<file path="config.mk">
export PLATFORM = sky130hd
export DESIGN_NAME = tick_timer
export DESIGN_NICKNAME = d
export VERILOG_FILES = /design/src/rtl/tick_pkg.sv /design/src/rtl/tick_ctrl.sv /design/src/rtl/tick_dp.sv /design/src/rtl/tick_timer.sv
export SDC_FILE = /design/constraint.sdc
export NUM_CORES = 1
export LEC_CHECK = 0
export BUFFER_PORTS_ARGS = -buffer_cell sky130_fd_sc_hd__buf_2
export CAP_MARGIN = 15
export CORE_ASPECT_RATIO = 1.25
export CORE_MARGIN = 5
export CORE_UTILIZATION = 60
export DETAILED_ROUTE_END_ITERATION = 8
export GPL_TIMING_DRIVEN = 1
export MAX_ROUTING_LAYER = met4
export PLACE_DENSITY = 0.84
export SYNTH_ARGS = -nofsm -noshare
export SYNTH_HDL_FRONTEND = slang
export SYNTH_HIERARCHICAL = 1
export SYNTH_SLANG_ARGS = --single-unit
</file>
<file path="constraint.sdc">
create_clock -name clk -period 7.5 [get_ports clk]
set_clock_uncertainty 0.2 [all_clocks]
set_input_delay 0.375 -clock clk [delete_from_list [all_inputs] [get_ports clk]]
set_output_delay 0.375 -clock clk [all_outputs]
set_load 0.05 [all_outputs]
</file>
<file path="src/rtl/tick_pkg.sv">
package tick_pkg;
  // Strobes issued by the control to the datapath for one cycle
  typedef struct packed {
    logic ldOffset;  // count write: recompute offset and lock flag
    logic ldCmp;     // compare register write
    logic rdCnt;     // return the visible count
    logic rdCmp;     // return the compare register
    logic rdDeny;    // refuse a count read (zero data, fault)
  } tickStrobe_t;
endpackage

</file>
<file path="src/rtl/tick_ctrl.sv">
module tick_ctrl
  import tick_pkg::*;
(
  input  logic        clk,
  input  logic        rstN,
  input  logic        wrEn,
  input  logic        wrSel,
  input  logic        rdEn,
  input  logic        rdSel,
  input  logic        rdPriv,
  input  logic        nptQ,
  output tickStrobe_t strobe
);
  logic cntRead;

  always_comb begin
    cntRead         = rdEn & ~rdSel;
    strobe.ldOffset = wrEn & ~wrSel;
    strobe.ldCmp    = wrEn & wrSel;
    strobe.rdCmp    = rdEn & rdSel;
    strobe.rdDeny   = cntRead & ~rdPriv & nptQ;
    strobe.rdCnt    = cntRead & (rdPriv | ~nptQ);
  end

  // at most one kind of read result is chosen per request
  p_one_read_kind_r5: assert property (@(posedge clk) disable iff (!rstN)
    $onehot0({strobe.rdCnt, strobe.rdCmp, strobe.rdDeny}));

  // a privileged requester is never refused
  p_priv_not_denied_r5: assert property (@(posedge clk) disable iff (!rstN)
    (rdEn && rdPriv) |-> !strobe.rdDeny);
endmodule

</file>
<file path="src/rtl/tick_dp.sv">
module tick_dp
  import tick_pkg::*;
#(
  parameter int CNT_W  = 63,
  localparam int WORD_W = CNT_W + 1
) (
  input  logic              clk,
  input  logic              rstN,
  input  tickStrobe_t       strobe,
  input  logic [WORD_W-1:0] wrData,
  output logic              nptQ,
  output logic              rdValid,
  output logic [WORD_W-1:0] rdData,
  output logic              rdFault,
  output logic              intPulse
);
  logic [CNT_W-1:0] cycCnt;
  logic [CNT_W-1:0] offsetQ;
  logic [CNT_W-1:0] cmpVal;
  logic             cmpDis;
  logic [CNT_W-1:0] visCnt;
  logic [CNT_W-1:0] cycNext;
  logic             armed;

  always_comb begin
    visCnt  = cycCnt - offsetQ;
    cycNext = cycCnt + 1'b1;
  end

  always_ff @(posedge clk or negedge rstN) begin
    if (!rstN) begin
      cycCnt   <= '0;
      offsetQ  <= '0;
      nptQ     <= 1'b1;
      cmpDis   <= 1'b1;
      cmpVal   <= '0;
      rdValid  <= 1'b0;
      rdData   <= '0;
      rdFault  <= 1'b0;
      intPulse <= 1'b0;
      armed    <= 1'b0;
    end else begin
      armed  <= 1'b1;
      cycCnt <= cycNext;
      if (strobe.ldOffset) begin
        // Offset is taken against the post-edge count, so the write is visible at once
        offsetQ <= cycNext - wrData[CNT_W-1:0];
        nptQ    <= wrData[CNT_W];
      end
      if (strobe.ldCmp) begin
        cmpDis <= wrData[CNT_W];
        cmpVal <= wrData[CNT_W-1:0];
      end
      rdValid <= strobe.rdCnt | strobe.rdCmp | strobe.rdDeny;
      rdFault <= strobe.rdDeny;
      if (strobe.rdCnt)      rdData <= {nptQ, visCnt};
      else if (strobe.rdCmp) rdData <= {cmpDis, cmpVal};
      else                   rdData <= '0;
      intPulse <= ~cmpDis & (visCnt == cmpVal);
    end
  end

  // without a count write the visible count steps by one
  p_count_steps_r2: assert property (@(posedge clk) disable iff (!rstN)
    (armed && !$past(strobe.ldOffset)) |-> (visCnt == $past(visCnt) + 1'b1));

  // a count write makes the written value visible on the next cycle
  p_write_visible_r3: assert property (@(posedge clk) disable iff (!rstN)
    strobe.ldOffset |=> (visCnt == $past(wrData[CNT_W-1:0])));

  // the lock flag follows bit 63 of a count write
  p_lock_from_write_r4: assert property (@(posedge clk) disable iff (!rstN)
    strobe.ldOffset |=> (nptQ == $past(wrData[CNT_W])));

  // a refused read carries zero data and is flagged valid
  p_fault_zero_data_r5: assert property (@(posedge clk) disable iff (!rstN)
    rdFault |-> (rdValid && rdData == '0));

  // a pulse needs interrupts enabled in the cycle before
  p_pulse_enabled_r7: assert property (@(posedge clk) disable iff (!rstN)
    (armed && intPulse) |-> !$past(cmpDis));
endmodule

</file>
<file path="src/rtl/tick_timer.sv">
module tick_timer
  import tick_pkg::*;
#(
  parameter int CNT_W  = 63,
  localparam int WORD_W = CNT_W + 1
) (
  input  logic              clk,
  input  logic              rstN,
  input  logic              wrEn,
  input  logic              wrSel,
  input  logic [WORD_W-1:0] wrData,
  input  logic              rdEn,
  input  logic              rdSel,
  input  logic              rdPriv,
  output logic              rdValid,
  output logic [WORD_W-1:0] rdData,
  output logic              rdFault,
  output logic              intPulse
);
  tickStrobe_t strobe;
  logic        nptQ;

  tick_ctrl u_ctrl (
    .clk    (clk),
    .rstN   (rstN),
    .wrEn   (wrEn),
    .wrSel  (wrSel),
    .rdEn   (rdEn),
    .rdSel  (rdSel),
    .rdPriv (rdPriv),
    .nptQ   (nptQ),
    .strobe (strobe)
  );

  tick_dp #(.CNT_W(CNT_W)) u_dp (
    .clk      (clk),
    .rstN     (rstN),
    .strobe   (strobe),
    .wrData   (wrData),
    .nptQ     (nptQ),
    .rdValid  (rdValid),
    .rdData   (rdData),
    .rdFault  (rdFault),
    .intPulse (intPulse)
  );
endmodule

</file>
# [After elaboration in Yosys (flattened, before gate mapping)]
# Cells that the tools add are included.
[totals] memories=0 ramBits=0 output_inout_bits=67 latchBits=0 mem_bits_ro=0 input_bits=71 regBits=258
[classes] shifts=0 div_mod_pow=0 n_mux=2 reduce_logical=0 mul=0 n_lt_le_gt_ge=0 n_eq_ne=1 n_bitwise=16 addsub=3
[op_table] operator="$mux W64" n=2
[op_table] operator="$sub A63 B63 Y63" n=2
[op_table] operator="$add A63 B1 Y63 const B" n=1
[op_table] operator="$eq A63 B63 Y1" n=1
[op_table] operator="$and A1 B1 Y1" n=8
[op_table] operator="$not A1 Y1" n=5
[op_table] operator="$or A1 B1 Y1" n=3

# [Depth between registers and ports, before layout]
# Gate-level depths: netlist of the first run.
[logic_depth] ltp_word=5 ltp_mapped=23 mapped_depth_nobuf=22

# [Modules after synthesis]
# Netlist of the first run, hierarchy kept.
[modules_own_cells] module="tick_dp" instances=1 area_each_um2=19431.1 cells_each=2268 seq_area_each_um2=6458.7
[modules_own_cells] module="tick_ctrl" instances=1 area_each_um2=53.8 cells_each=6 seq_area_each_um2=0.0

# [Least setup slack after synthesis of the first run]
# OpenSTA, ideal clock, no wires.
[synth_path] kind="register -> register" start="register u_dp.cycCnt[15]" end="register u_dp.offsetQ[62]" period_less_slack_ns=5.617 path_slack_ns=1.883 stages_incl_launch_ff=24 arrival_ns=5.331 n_path_buf=1 setup_ns=0.087 required_time_ns=7.213 cell_sequence="dfrtp_1 and4_1 nand4_1 or2_2 or2_2 or3_1 nor2_1 nand3_1 nor2_1 and3_1 clkbuf_1 nand4_1 xnor2_1 ha_1 a21o_1 a21oi_1 o21ai_0 a21oi_1 nor2b_1 o21ai_0 nand2b_1 a221oi_1 or4b_2 o211ai_1"
[synth_via] elab_chain_cells=2
[synth_rtl] element="from (decl)" line_no="tick_dp.sv:17" rtl="logic [CNT_W-1:0] cycCnt;"
[synth_rtl] element="from (signal assigned)" line_no="tick_dp.sv:44" rtl="cycCnt <= cycNext;"
[synth_rtl] element="$add A63 B1 Y63" line_no="tick_dp.sv:27" rtl="cycNext = cycCnt + 1'b1;"
[synth_rtl] element="net u_dp.cycNext[55]" line_no="tick_dp.sv:22" rtl="logic [CNT_W-1:0] cycNext;"
[synth_rtl] element="$sub A63 B63 Y63" line_no="tick_dp.sv:47" rtl="offsetQ <= cycNext - wrData[CNT_W-1:0];"
[synth_rtl] element="to (signal assigned)" line_no="tick_dp.sv:47"
[synth_rtl] element="to (decl)" line_no="tick_dp.sv:18" rtl="logic [CNT_W-1:0] offsetQ;"
# The timed path passes the listed nets, and every way through them passes these cells.
# A chain may end at the register's enable or synchronous reset.

# [Final worst setup path of the first run]
[layout_path] start="register u_dp.cycCnt[0]" end="register u_dp.offsetQ[61]"
# Same word-level chain as after synthesis.

==> parameters.txt, run 1 <==
Parameter                              Value

GRT
  Wire length of the first global-routing pass    around 100000 um
  Vias in the first global route    around 18000
  Initial antenna violation count    0
  Pin count of the biggest net entering global routing    approximately 130
  Total GRT Usage    0.374
  Overflow left after global routing    0

Critical path
  Delay of the slowest cell on the worst path    0.82 ns
  CP startpoint    u_dp/cycCnt[0]
  Kind of critical path    flip-flop to flip-flop
  Logic depth of the worst setup path including buffers    20
  Capture point of the worst reg-to-reg path    u_dp/offsetQ[61]
  Arrival time at the worst endpoint    between 6 and 7 ns
  Worst-path cell chain    ha_1, and4_1, nand4_1, or4_1, nor3_1, nand3_1, xnor2_1, ha_1, a21oi_1, o21ai_0, a21o_1, a21oi_1, o21ai_0, a41o_1, a31oi_1, o21ai_0, a221o_1, a21oi_1, mux2_2, o2111ai_1
  FF-to-FF path depth    20
  Family of cells with the greatest summed delay on the critical path    compound AO/OA/AOI/OAI gates
  Crit Path Max Fanout    9
  Startpoint of the most critical register-to-register path    u_dp/cycCnt[0]
  Highest-delay cell along the critical path    or4_1
  Worst setup path endpoint    u_dp/offsetQ[61]
  Type of element capturing the critical path    flip-flop
  Worst Setup Start Kind    flip-flop
  Minimum setup slack among reg-to-reg paths    around 0.99 ns
  Critical path buffers and inverters    0
  Required time reported for the critical path endpoint    7.77 ns

Worst hold path
  Critical hold path startpoint    rdSel
  Class of the most critical hold timing path    primary input to flip-flop

Job
  Number of violations of the max-capacitance limit    0

STA
  Final sum of negative setup slack    0 ns
  Time the final worst path needs with I/O delays and setup    ~6.5 ns
  Slew HR    0.266
  Final clock period utilization by the worst path    0.869
  Achievable clock frequency    roughly 150 MHz
  Transition time of the tightest slew-check pin    1.10 ns
  Setup repair after global routing missed its margin    false
  Pins Over Slew Limit    0
  Number of failing setup endpoints in the final timing report    0
  Number of endpoints with negative hold slack in the final report    0

Logic synthesis
  Unique cell type count in the Yosys netlist    88
  Yosys top cell area share    0.329
  Top post-synthesis cells by count    dfrtp_1, nand2_1, o21ai_0, inv_1, a21oi_1
  Most common cell in the netlist    dfrtp_1
  Count of synthesis-stage warnings from yosys    6
  Number of enable flip-flop cells after synthesis    0
  Cell types occupying the most area after synthesis    dfrtp_1, ha_1, xnor2_1, o21ai_0, nand2_1
  Average size of a mapped cell    approximately 8.6 sq um
  Number of flip-flops and latches in the synthesized netlist    ~260
  Sequential cell area fraction in the yosys report    0.331
  Post-synthesis cell count    2274
  Library cell with the largest summed area after synthesis    dfrtp_1
  Prevailing post-synth register cell    dfrtp_1
  Synthesized cell area    19500 sq um
  Number of nets in the synthesized netlist    2472
  Asr flop ratio synth    1.00

Clocking
  Inserted Clock Buffers    27
  Clock latency of the later-clocked register in the worst-skew pair    ~0.56 ns
  H-Tree Level Count    1
  Number of sinks driven by the clock tree    258
  Post-CTS clock slew at the launch and capture registers of the worst setup and hold paths    around 0.070 ns
  TritonCTS clock tree    done
  Resized Gates After CTS    0
  Maximum buffer depth of the clock tree    3
  Clock root buffer    clkbuf_16

Die
  Initial core utilization    0.610
  Vertical die dimension    211 um
  Floorplan Core Area    between 30000 and 40000 sq um
  Die X    ~170 um
  Top-Level Pins    between 100 and 150
  DIE AREA    between 30000 and 40000 sq um
  Rows    73

Place
  GPL Wtd Cong    between 1 and 1.5
  Port-buffer cells    approximately 140
  Placement-stage cell area    20400 sq um
  Total half-perimeter wirelength after legalization and detailed placement    a little over 50000 um

Power
  Total power density per cell area    about 190 nW/um^2
  Highest ir drop seen on vdd    around 190 uV
  Cell leakage power    around 10 nW
  Design Power    around 0.0042 W

Final layout
  Layout-stage area growth over the synthesis result    12.9%
  Filler cell count in the final layout    approximately 2500
  Total inserted antenna cells    0
  Final #Nets    2616
  Final non-filler cell area    between 20000 and 25000 sq um
  Fraction of final layout cells sized beyond drive strength 1    0.121

Drt
  DRC    0
  Number of iterations in the first detailed-routing pass    6
  Number of vias in the routed layout    ~18000
  Iteration-0 DRC Markers    roughly 1800
  Antenna viol nets, final    0
  Routed via count divided by cell count    roughly 6.5
  Avg WL per Cell    23.6 um
  Final wirelength    between 60000 and 70000 um

Outcome
  Status    finished clean
through the flow:
step / hold WS (ns) / setup slack, ns / cells / utilization
6_report: 0.100 / 0.986 / 2850 / 0.688
5_1_grt: 0.125 / 0.378 / 2850 / 0.688
4_1_cts: 0.0585 / 1.03 / 2850 / 0.688
3_3_place_gp: 0.266 / 1.14 / 2734 / 0.638
2_1_floorplan: -0.121 / 1.88 / 2274 / -
3_5_place_dp: 0.288 / 1.04 / 2734 / 0.638
layout by cell type, fill, tap and decap left out, drive strengths merged, types with 9 or more instances in the layout:
cell	count
nor4	18
o31ai	9
a22o	31
and2	9
nand3b	10
dfrtp	256
o211ai	15
o21a	23
o21bai	17
buf	151
nand4	66
xnor2	123
a21oi	170
a31oi	22
a2111oi	11
clkinv	9
or3	13
nor2	134
and3	27
a221oi	9
ha	125
xor2	96
or2	9
clkbuf	35
dlygate4sd3	67
inv	171
nor3	39
nand3	55
nor2b	18
nand2	225
mux2i	14
a21o	55
a211oi	23
nand2b	19
mux2	64
o21ai	182
per-layer routing:
layer	vias to the layer above	part of all wire	GRT usage
met2	832	0.48	0.618
met4	0	0.060	0.178
li1	8426	-	-
met1	9016	0.39	0.451
met5	-	0	-
met3	217	0.067	0.0538
worst min-delay path by stage:
stage               slack [ns]  cells past startpoint          endpoint
finish                    0.10                      4   u_dp/rdData[62]
global route              0.12                      4   u_dp/rdData[62]
CTS                       0.06                      3      u_dp/rdValid
detailed placement        0.29                      2  u_dp/offsetQ[53]
global placement          0.27                      2  u_dp/offsetQ[53]
floorplan                -0.12                      0    u_dp/cmpVal[0]
logic make-up after synthesis:
group,share of synthesized area
compound gates,0.210
fa+ha+maj,0.0823
mux,0.0442
simple gates,0.172
flops,0.331
buf+inv,0.0540
xor+xnor,0.107
state kept, by name (all words and copies together), names as in the netlist:
signal / count
u_dp/rdData: 64
u_dp/cmpVal: 63
u_dp/cycCnt: 63
u_dp/offsetQ: 63
u_dp/cmpDis: 1
u_dp/intPulse: 1
u_dp/nptQ: 1
u_dp/rdFault: 1
u_dp/rdValid: 1
worst reg2reg max path: stages (launching register included):
cell and delay (ns):
dfrtp_1 0.40, ha_1 0.24, and4_1 0.25, nand4_1 0.27
or4_1 0.82, nor3_1 0.63, nand3_1 0.17, xnor2_1 0.23
ha_1 0.37, a21oi_1 0.24, o21ai_0 0.16, a21o_1 0.20
a21oi_1 0.17, o21ai_0 0.16, a41o_1 0.27, a31oi_1 0.22
o21ai_0 0.27, a221o_1 0.49, a21oi_1 0.21, mux2_2 0.35
o2111ai_1 0.09
timing repair:
item                                   CTS  global route
hold buffers                            67             0
endpoints found under the hold margin  195             0
setup endpoints to repair                0             0
buffers inserted                         0             0
cell type report:
| cell class | count | area [sq um] | share of cell area |
|---|---|---|---|
| Clock buffer | 35 | 766 | 0.0348 |
| Clock inverter | 14 | 144 | 0.00654 |
| Inverter | 170 | 638 | 0.0290 |
| Multi-Input combinational cell | 1743 | 12000 | 0.546 |
| Sequential cell | 258 | 6460 | 0.294 |
| Tap cell | 412 | 515 | 0.0234 |
| Timing Repair Buffer | 218 | 1470 | 0.0669 |
report_power, final:
| group | internal [W] | leakage (nW) | total, W | switching (W) |
|---|---|---|---|---|
| sequential | 0.00153 | 3.27 | 0.00164 | 0.000109 |
| combinational | 0.000403 | 6.73 | 0.00118 | 0.000779 |
| clock | 0.000792 | 0.447 | 0.00139 | 0.000594 |
| total | 0.00272 | 10.4 | 0.00420 | 0.00148 |
No activity file was read; power rests on OpenSTA's default activity.
==> run 2: changes to the inputs <==
--- a/config.mk
+++ b/config.mk
@@ -13,7 +13,7 @@
 export DETAILED_ROUTE_END_ITERATION = 8
 export GPL_TIMING_DRIVEN = 1
 export MAX_ROUTING_LAYER = met4
-export PLACE_DENSITY = 0.84
+export PLACE_DENSITY = 0.79
 export SYNTH_ARGS = -nofsm -noshare
 export SYNTH_HDL_FRONTEND = slang
 export SYNTH_HIERARCHICAL = 1
==> constraint.sdc (replaced) <==
create_clock -name clk -period 6.3 [get_ports clk]
set_clock_uncertainty 0.2 [all_clocks]
set_input_delay 0.315 -clock clk [delete_from_list [all_inputs] [get_ports clk]]
set_output_delay 0.315 -clock clk [all_outputs]
set_load 0.05 [all_outputs]
==> run 2 against run 1 <==
Compared with the run above:
- final cell count rose by 0.74%
- power increased by 21%
- combinational power rose by 19%
- global-route usage decreased by 0.074 points
- largest cell class unchanged
- largest power group unchanged
==> parameters.txt, run 2 (same netlist as run 1, synthesis figures left out) <==
Parameter                              Value

Job
  Number of violations of the max-capacitance limit    0

Power
  Design Power    around 0.0051 W
  Cell leakage power    around 11 nW
  Highest ir drop seen on vdd    222 uV
  Total power density per cell area    ~230 nW/um^2

STA
  Slew HR    0.267
  Transition time of the tightest slew-check pin    about 1.1 ns
  Final sum of negative setup slack    0 ns
  Time the final worst path needs with I/O delays and setup    between 6 and 7 ns
  Achievable clock frequency    approximately 160 MHz
  Number of endpoints with negative hold slack in the final report    0
  Pins Over Slew Limit    0
  Final clock period utilization by the worst path    0.965
  Setup repair after global routing missed its margin    false
  Number of failing setup endpoints in the final timing report    0

Place
  GPL Wtd Cong    1.03
  Placement-stage cell area    between 20000 and 25000 sq um
  Total half-perimeter wirelength after legalization and detailed placement    50500 um
  Port-buffer cells    around 140

Critical path
  Required time reported for the critical path endpoint    6.59 ns
  Minimum setup slack among reg-to-reg paths    approximately 0.22 ns
  FF-to-FF path depth    20
  Startpoint of the most critical register-to-register path    u_dp/cycCnt[0]
  Arrival time at the worst endpoint    ~6.4 ns
  Crit Path Max Fanout    9
  Kind of critical path    flip-flop to flip-flop
  Worst Setup Start Kind    flip-flop
  Capture point of the worst reg-to-reg path    u_dp/offsetQ[61]
  Type of element capturing the critical path    flip-flop

Clocking
  H-Tree Level Count    1
  Clock latency of the later-clocked register in the worst-skew pair    roughly 0.58 ns
  Number of setup buffers added after CTS    0
  Number of sinks driven by the clock tree    ~260
  TritonCTS clock tree    done
  Clock root buffer    clkbuf_16
  Maximum buffer depth of the clock tree    3
  Inserted Clock Buffers    28
  Post-CTS clock slew at the launch and capture registers of the worst setup and hold paths    0.06 ns

Final layout
  Final #Nets    approximately 2600
  Register bank with the most flops    u_dp/rdData
  Number of flip-flops in the largest register    64
  Filler cell count in the final layout    2529
  Area of all sequential standard cells    between 6000 and 7000 sq um
  Commonest non-fill, non-tap cells in the layout    dfrtp_1, nand2_1, o21ai_0
  Area of the multi-input gates    between 10000 and 15000 sq um
  Final non-filler cell area    22300 sq um
  Layout-stage area growth over the synthesis result    14.2%
  Most frequent standard cell in the layout excluding fill and tap cells    dfrtp_1
  Total inserted antenna cells    0
  Fraction of final layout cells sized beyond drive strength 1    0.131

GRT
  Wire length of the first global-routing pass    ~100000 um
  Vias in the first global route    about 18000
  Overflow left after global routing    0
  Total GRT Usage    0.373
  Initial antenna violation count    0
  Pin count of the biggest net entering global routing    137

Die
  Vertical die dimension    roughly 210 um
  Rows    between 70 and 80
  DIE AREA    36200 sq um
  Floorplan Core Area    32000 sq um
  Initial core utilization    0.610
  Top-Level Pins    138
  Die X    roughly 170 um

Drt
  Final wirelength    around 67000 um
  Number of iterations in the first detailed-routing pass    6
  Routed via count divided by cell count    between 6 and 7
  Antenna viol nets, final    0
  Avg WL per Cell    23.3 um
  DRC    0
  Iteration-0 DRC Markers    1900
  Number of vias in the routed layout    approximately 19000

Worst hold path
  Class of the most critical hold timing path    primary input to asynchronous set/reset pin

Outcome
  Status    finished clean
-- run 2: how the worst max path moves through the flow --
stage / startpoint / end / slack, ns
finish: u_dp/cycCnt[0] / u_dp/offsetQ[61] / 0.22
global route: u_dp/cycCnt[2] / u_dp/offsetQ[62] / 0.008
CTS: u_dp/cycCnt[10] / u_dp/offsetQ[62] / 0.05
detailed placement: u_dp/cycCnt[10] / u_dp/offsetQ[62] / 0.09
global placement: u_dp/cycCnt[16] / u_dp/offsetQ[62] / 0.30
floorplan: u_dp/cycCnt[15] / u_dp/offsetQ[62] / 0.68
-- run 2: critical path, stage by stage (launching register included) --
cell and delay [ns]:
dfrtp_1 0.40, ha_1 0.23, and4_1 0.24, nand4_1 0.18, or4_1 0.88, nor3_2 0.43
nand3_1 0.14, xnor2_1 0.16, ha_1 0.41, a21oi_1 0.24, o21ai_0 0.17, a21o_1 0.21
a21oi_1 0.15, o21ai_0 0.14, a41o_1 0.25, a31oi_1 0.25, o21ai_0 0.26, a221o_1 0.43
a21oi_1 0.17, mux2_2 0.34, o2111ai_1 0.09
-- run 2: metal layers --
| layer | GRT usage | wire [um] | share of wire |
|---|---|---|---|
| met1 | 0.458 | 26100 | 0.39 |
| met2 | 0.611 | 31900 | 0.48 |
| met3 | 0.0497 | 4810 | 0.072 |
| met4 | 0.177 | 3910 | 0.059 |
| met5 | - | 0 | 0 |
-- run 2: power breakdown --
part | internal, W | leakage, nW | switching (W) | total [W]
registers | 0.00182 | 3.27 | 0.000125 | 0.00194
clock network | 0.00102 | 0.478 | 0.000708 | 0.00173
logic | 0.000482 | 6.85 | 0.000929 | 0.00141
-- run 2: layout make-up --
type,count,share of cell area
Sequential cell,258,0.290
Timing Repair Buffer,236,0.0729
Clock buffer,47,0.0410
Multi-Input combinational cell,1743,0.541
Tap cell,412,0.0232
Inverter,170,0.0287
Clock inverter,5,0.00270
-- run 2: per-stage QoR --
| step | utilization | setup slack [ns] | std cells | hold WS [ns] |
|---|---|---|---|---|
| after floorplan | - | 0.683 | 2274 | -0.181 |
| after global placement | 0.643 | 0.301 | 2751 | 0.128 |
| after detailed placement | 0.643 | 0.0888 | 2751 | 0.130 |
| after CTS | 0.695 | 0.0523 | 2871 | 0.0783 |
| after global routing | 0.696 | 0.00758 | 2871 | 0.150 |
| final | 0.696 | 0.218 | 2871 | 0.103 |
-- run 2: repair_timing --
item,CTS,global route
hold buffers,68,0
hold endpoints to repair,143,0
gates resized for setup,0,12
setup endpoints to repair,0,8
==> run 3: changes to the inputs <==
--- a/config.mk
+++ b/config.mk
@@ -16,5 +16,4 @@
 export PLACE_DENSITY = 0.79
 export SYNTH_ARGS = -nofsm -noshare
 export SYNTH_HDL_FRONTEND = slang
-export SYNTH_HIERARCHICAL = 1
 export SYNTH_SLANG_ARGS = --single-unit
==> run 3 against run 2 <==
Compared with the run above:
- highest routed layer unchanged
- worst hold slack gained 0.0037 ns
- non-clock buffer count down 11
- maximum frequency rose by 4.0%
==> parameters.txt, run 3 <==
Parameter                              Value

STA
  Pins Over Slew Limit    0
  Number of endpoints with negative hold slack in the final report    0
  Time the final worst path needs with I/O delays and setup    between 5 and 6 ns
  Final setup margin    about 0.45 ns
  Final clock period utilization by the worst path    0.928
  Slew HR    0.306
  Hold Slack    0.107 ns
  Setup repair after global routing missed its margin    false
  Achievable clock frequency    ~170 MHz
  Transition time of the tightest slew-check pin    around 1.0 ns
  Number of failing setup endpoints in the final timing report    0
  Final sum of negative setup slack    0 ns

Final layout
  Final #Nets    approximately 2600
  Commonest non-fill, non-tap cells in the layout    nand2_1, dfrtp_1, o21ai_0
  Final instance count without filler cells    around 2900
  Layout-stage area growth over the synthesis result    13.5%
  Number of flip-flops in the largest register    64
  Fraction of final layout cells sized beyond drive strength 1    0.102
  Most frequent standard cell in the layout excluding fill and tap cells    nand2_1
  Filler cell count in the final layout    2577
  Total inserted antenna cells    0
  Register bank with the most flops    u_dp.rdData

Die
  Top-Level Pins    about 140
  Initial core utilization    0.608
  DIE AREA    35100 sq um
  Vertical die dimension    between 200 and 250 um
  Rows    72
  Die X    between 150 and 200 um
  Floorplan Core Area    ~31000 sq um

Critical path
  Minimum setup slack among reg-to-reg paths    around 0.45 ns
  Arrival time at the worst endpoint    a little over 6 ns
  CP startpoint    u_dp.cycCnt[0]
  Worst-path cell chain    ha_1, and3_1, nand3_1, nor3_1, buf_4, nand3_1, or3_1, xnor2_1, ha_1, nand2_1, nor2_1, a221oi_1, o211ai_1, a221oi_1, a21oi_2, a21oi_1, o31a_1, o21ai_1, a31oi_1, o21ai_0, xnor2_1, o21ai_0
  Kind of critical path    flip-flop to flip-flop
  Capture point of the worst reg-to-reg path    u_dp.offsetQ[61]
  Crit Path Max Fanout    11
  FF-to-FF path depth    22
  Worst Setup Start Kind    flip-flop
  Startpoint of the most critical register-to-register path    u_dp.cycCnt[0]
  Type of element capturing the critical path    flip-flop
  Highest-delay cell along the critical path    or3_1
  Required time reported for the critical path endpoint    approximately 6.5 ns
  Delay of the slowest cell on the worst path    ~0.51 ns

Place
  Port-buffer cells    between 100 and 150
  Total half-perimeter wirelength after legalization and detailed placement    approximately 45000 um
  Pre-CTS worst setup slack    between 0.2 and 0.25 ns
  Number of placed cells counting well taps    2739
  GPL Wtd Cong    ~1.0

Logic synthesis
  Unique cell type count in the Yosys netlist    81
  Number of enable flip-flop cells after synthesis    0
  Number of nets in the synthesized netlist    about 2500
  Average size of a mapped cell    approximately 8 sq um
  Post-synthesis cell count    about 2300
  Count of synthesis-stage warnings from yosys    0
  Most common cell in the netlist    nand2_1
  Top post-synthesis cells by count    nand2_1, dfrtp_1, o21ai_0, inv_1, a21oi_1
  Synthesized cell area    18800 sq um
  Cell types occupying the most area after synthesis    dfrtp_1, ha_1, xnor2_1, o21ai_0, nand2_1
  Sequential cell area fraction in the yosys report    0.343
  Number of flip-flops and latches in the synthesized netlist    258
  Prevailing post-synth register cell    dfrtp_1
  Library cell with the largest summed area after synthesis    dfrtp_1
  Asr flop ratio synth    1.00
  Yosys top cell area share    0.340

GRT
  Wire length of the first global-routing pass    ~94000 um
  Initial antenna violation count    0
  Overflow left after global routing    0
  Vias in the first global route    about 17000
  Pin count of the biggest net entering global routing    approximately 150
  Total GRT Usage    0.339

Power
  Cell leakage power    around 10 nW
  Design Power    ~0.0049 W
  Highest ir drop seen on vdd    about 250 uV
  Total power density per cell area    ~230 nW/um^2

Clocking
  Clock root buffer    clkbuf_16
  Inserted Clock Buffers    27
  Post-CTS clock slew at the launch and capture registers of the worst setup and hold paths    around 0.06 ns
  Clock latency of the later-clocked register in the worst-skew pair    0.57 ns
  H-Tree Level Count    1
  Number of sinks driven by the clock tree    between 200 and 300
  TritonCTS clock tree    done
  Maximum buffer depth of the clock tree    3

Job
  Number of violations of the max-capacitance limit    0

Outcome
  Status    finished clean

Drt
  Antenna viol nets, final    0
  Number of vias in the routed layout    ~18000
  Iteration-0 DRC Markers    approximately 1500
  Final wirelength    59400 um
  Routed via count divided by cell count    ~6
  DRC    0
  Number of iterations in the first detailed-routing pass    9
  Avg WL per Cell    around 21 um

Worst hold path
  Class of the most critical hold timing path    primary input to asynchronous set/reset pin
-- run 3: cell types whose count changed in the layout (fill, tap and decap cells not counted), moves of 6 or more --
cell      delta
a211oi_1    -11
a21oi_1      -9
and3_1       -7
buf_4       -11
clkbuf_8     -8
clkinv_2     +9
inv_1       -10
mux2_2      -56
mux2i_1     -10
nand2_1     +86
nor3_1       -7
o21ai_0     +66
xnor2_1     +23
xor2_1       -6
-- run 3: how the worst max path moves through the flow --
stage / end / slack [ns] / cells after the start
global route: u_dp.offsetQ[61] / 0.03 / 25
CTS: u_dp.offsetQ[61] / 0.21 / 21
floorplan: u_dp.offsetQ[60] / 1.25 / 21
detailed placement: u_dp.offsetQ[61] / 0.23 / 21
global placement: u_dp.offsetQ[61] / 0.34 / 21
finish: u_dp.offsetQ[61] / 0.45 / 22
-- run 3: through the flow --
stage | utilization | area [sq um]
after floorplan | - | 18800
after detailed placement | 0.638 | 19800
after CTS | 0.689 | 21400
final | 0.690 | 21400
after global routing | 0.690 | 21400
after global placement | 0.638 | 19800
-- run 3: report_power, final --
group          internal, W  switching [W]  total [W]  leakage [nW]
Sequential         0.00181       0.000115    0.00192          3.32
Clock             0.000954       0.000719    0.00167         0.453
Combinational     0.000431       0.000861    0.00129          6.60
Total              0.00319        0.00170    0.00489          10.4
-- run 3: area by class of cell --
cell class	instances	area [sq um]	area share
Clock inverter	17	173	0.00808
Timing Repair Buffer	225	1540	0.0720
Clock buffer	32	734	0.0344
Tap cell	407	509	0.0238
Sequential cell	258	6460	0.302
Inverter	160	601	0.0281
Multi-Input combinational cell	1757	11400	0.531
-- run 3: cells by family (layout without fill, tap and decap cells) --
| kind of cell | count (synthesis) | count (layout) | synth area share |
|---|---|---|---|
| fa+ha+maj | 127 | 127 | 0.0852 |
| compound gates | 657 | 657 | 0.218 |
| xor+xnor | 239 | 239 | 0.114 |
| buf+inv | 273 | 434 | 0.0554 |
| flops | 258 | 258 | 0.343 |
| simple gates | 722 | 722 | 0.178 |
| mux | 12 | 12 | 0.00691 |
-- run 3: repair_timing --
action / 4_1_cts / 5_1_grt
resized for setup: 0 / 2
hold buffers: 68 / 0
endpoints found under the hold margin: 175 / 0
buffers inserted: 0 / 0
endpoints found under the setup margin: 0 / 3
-- run 3: worst max-delay path, delay by kind of cell (launching register included) --
kind / cells / cell delay (ns)
flip-flops: 1 / 0.42
XOR/XNOR: 2 / 0.39
AND/OR/NAND/NOR: 7 / 1.42
buffers and inverters: 1 / 0.17
AO/OA/AOI/OAI: 10 / 2.47
adder cells (fa/ha/maj): 2 / 0.60
-- run 3: metal layers --
metal / routed length, um / share of wire / up-vias / global-route usage
li1: - / - / 8319 / -
met1: 24400 / 0.41 / 8441 / 0.425
met2: 28600 / 0.48 / 695 / 0.560
met3: 3380 / 0.057 / 167 / 0.0340
met4: 3010 / 0.051 / 0 / 0.143
met5: 0 / 0 / - / -
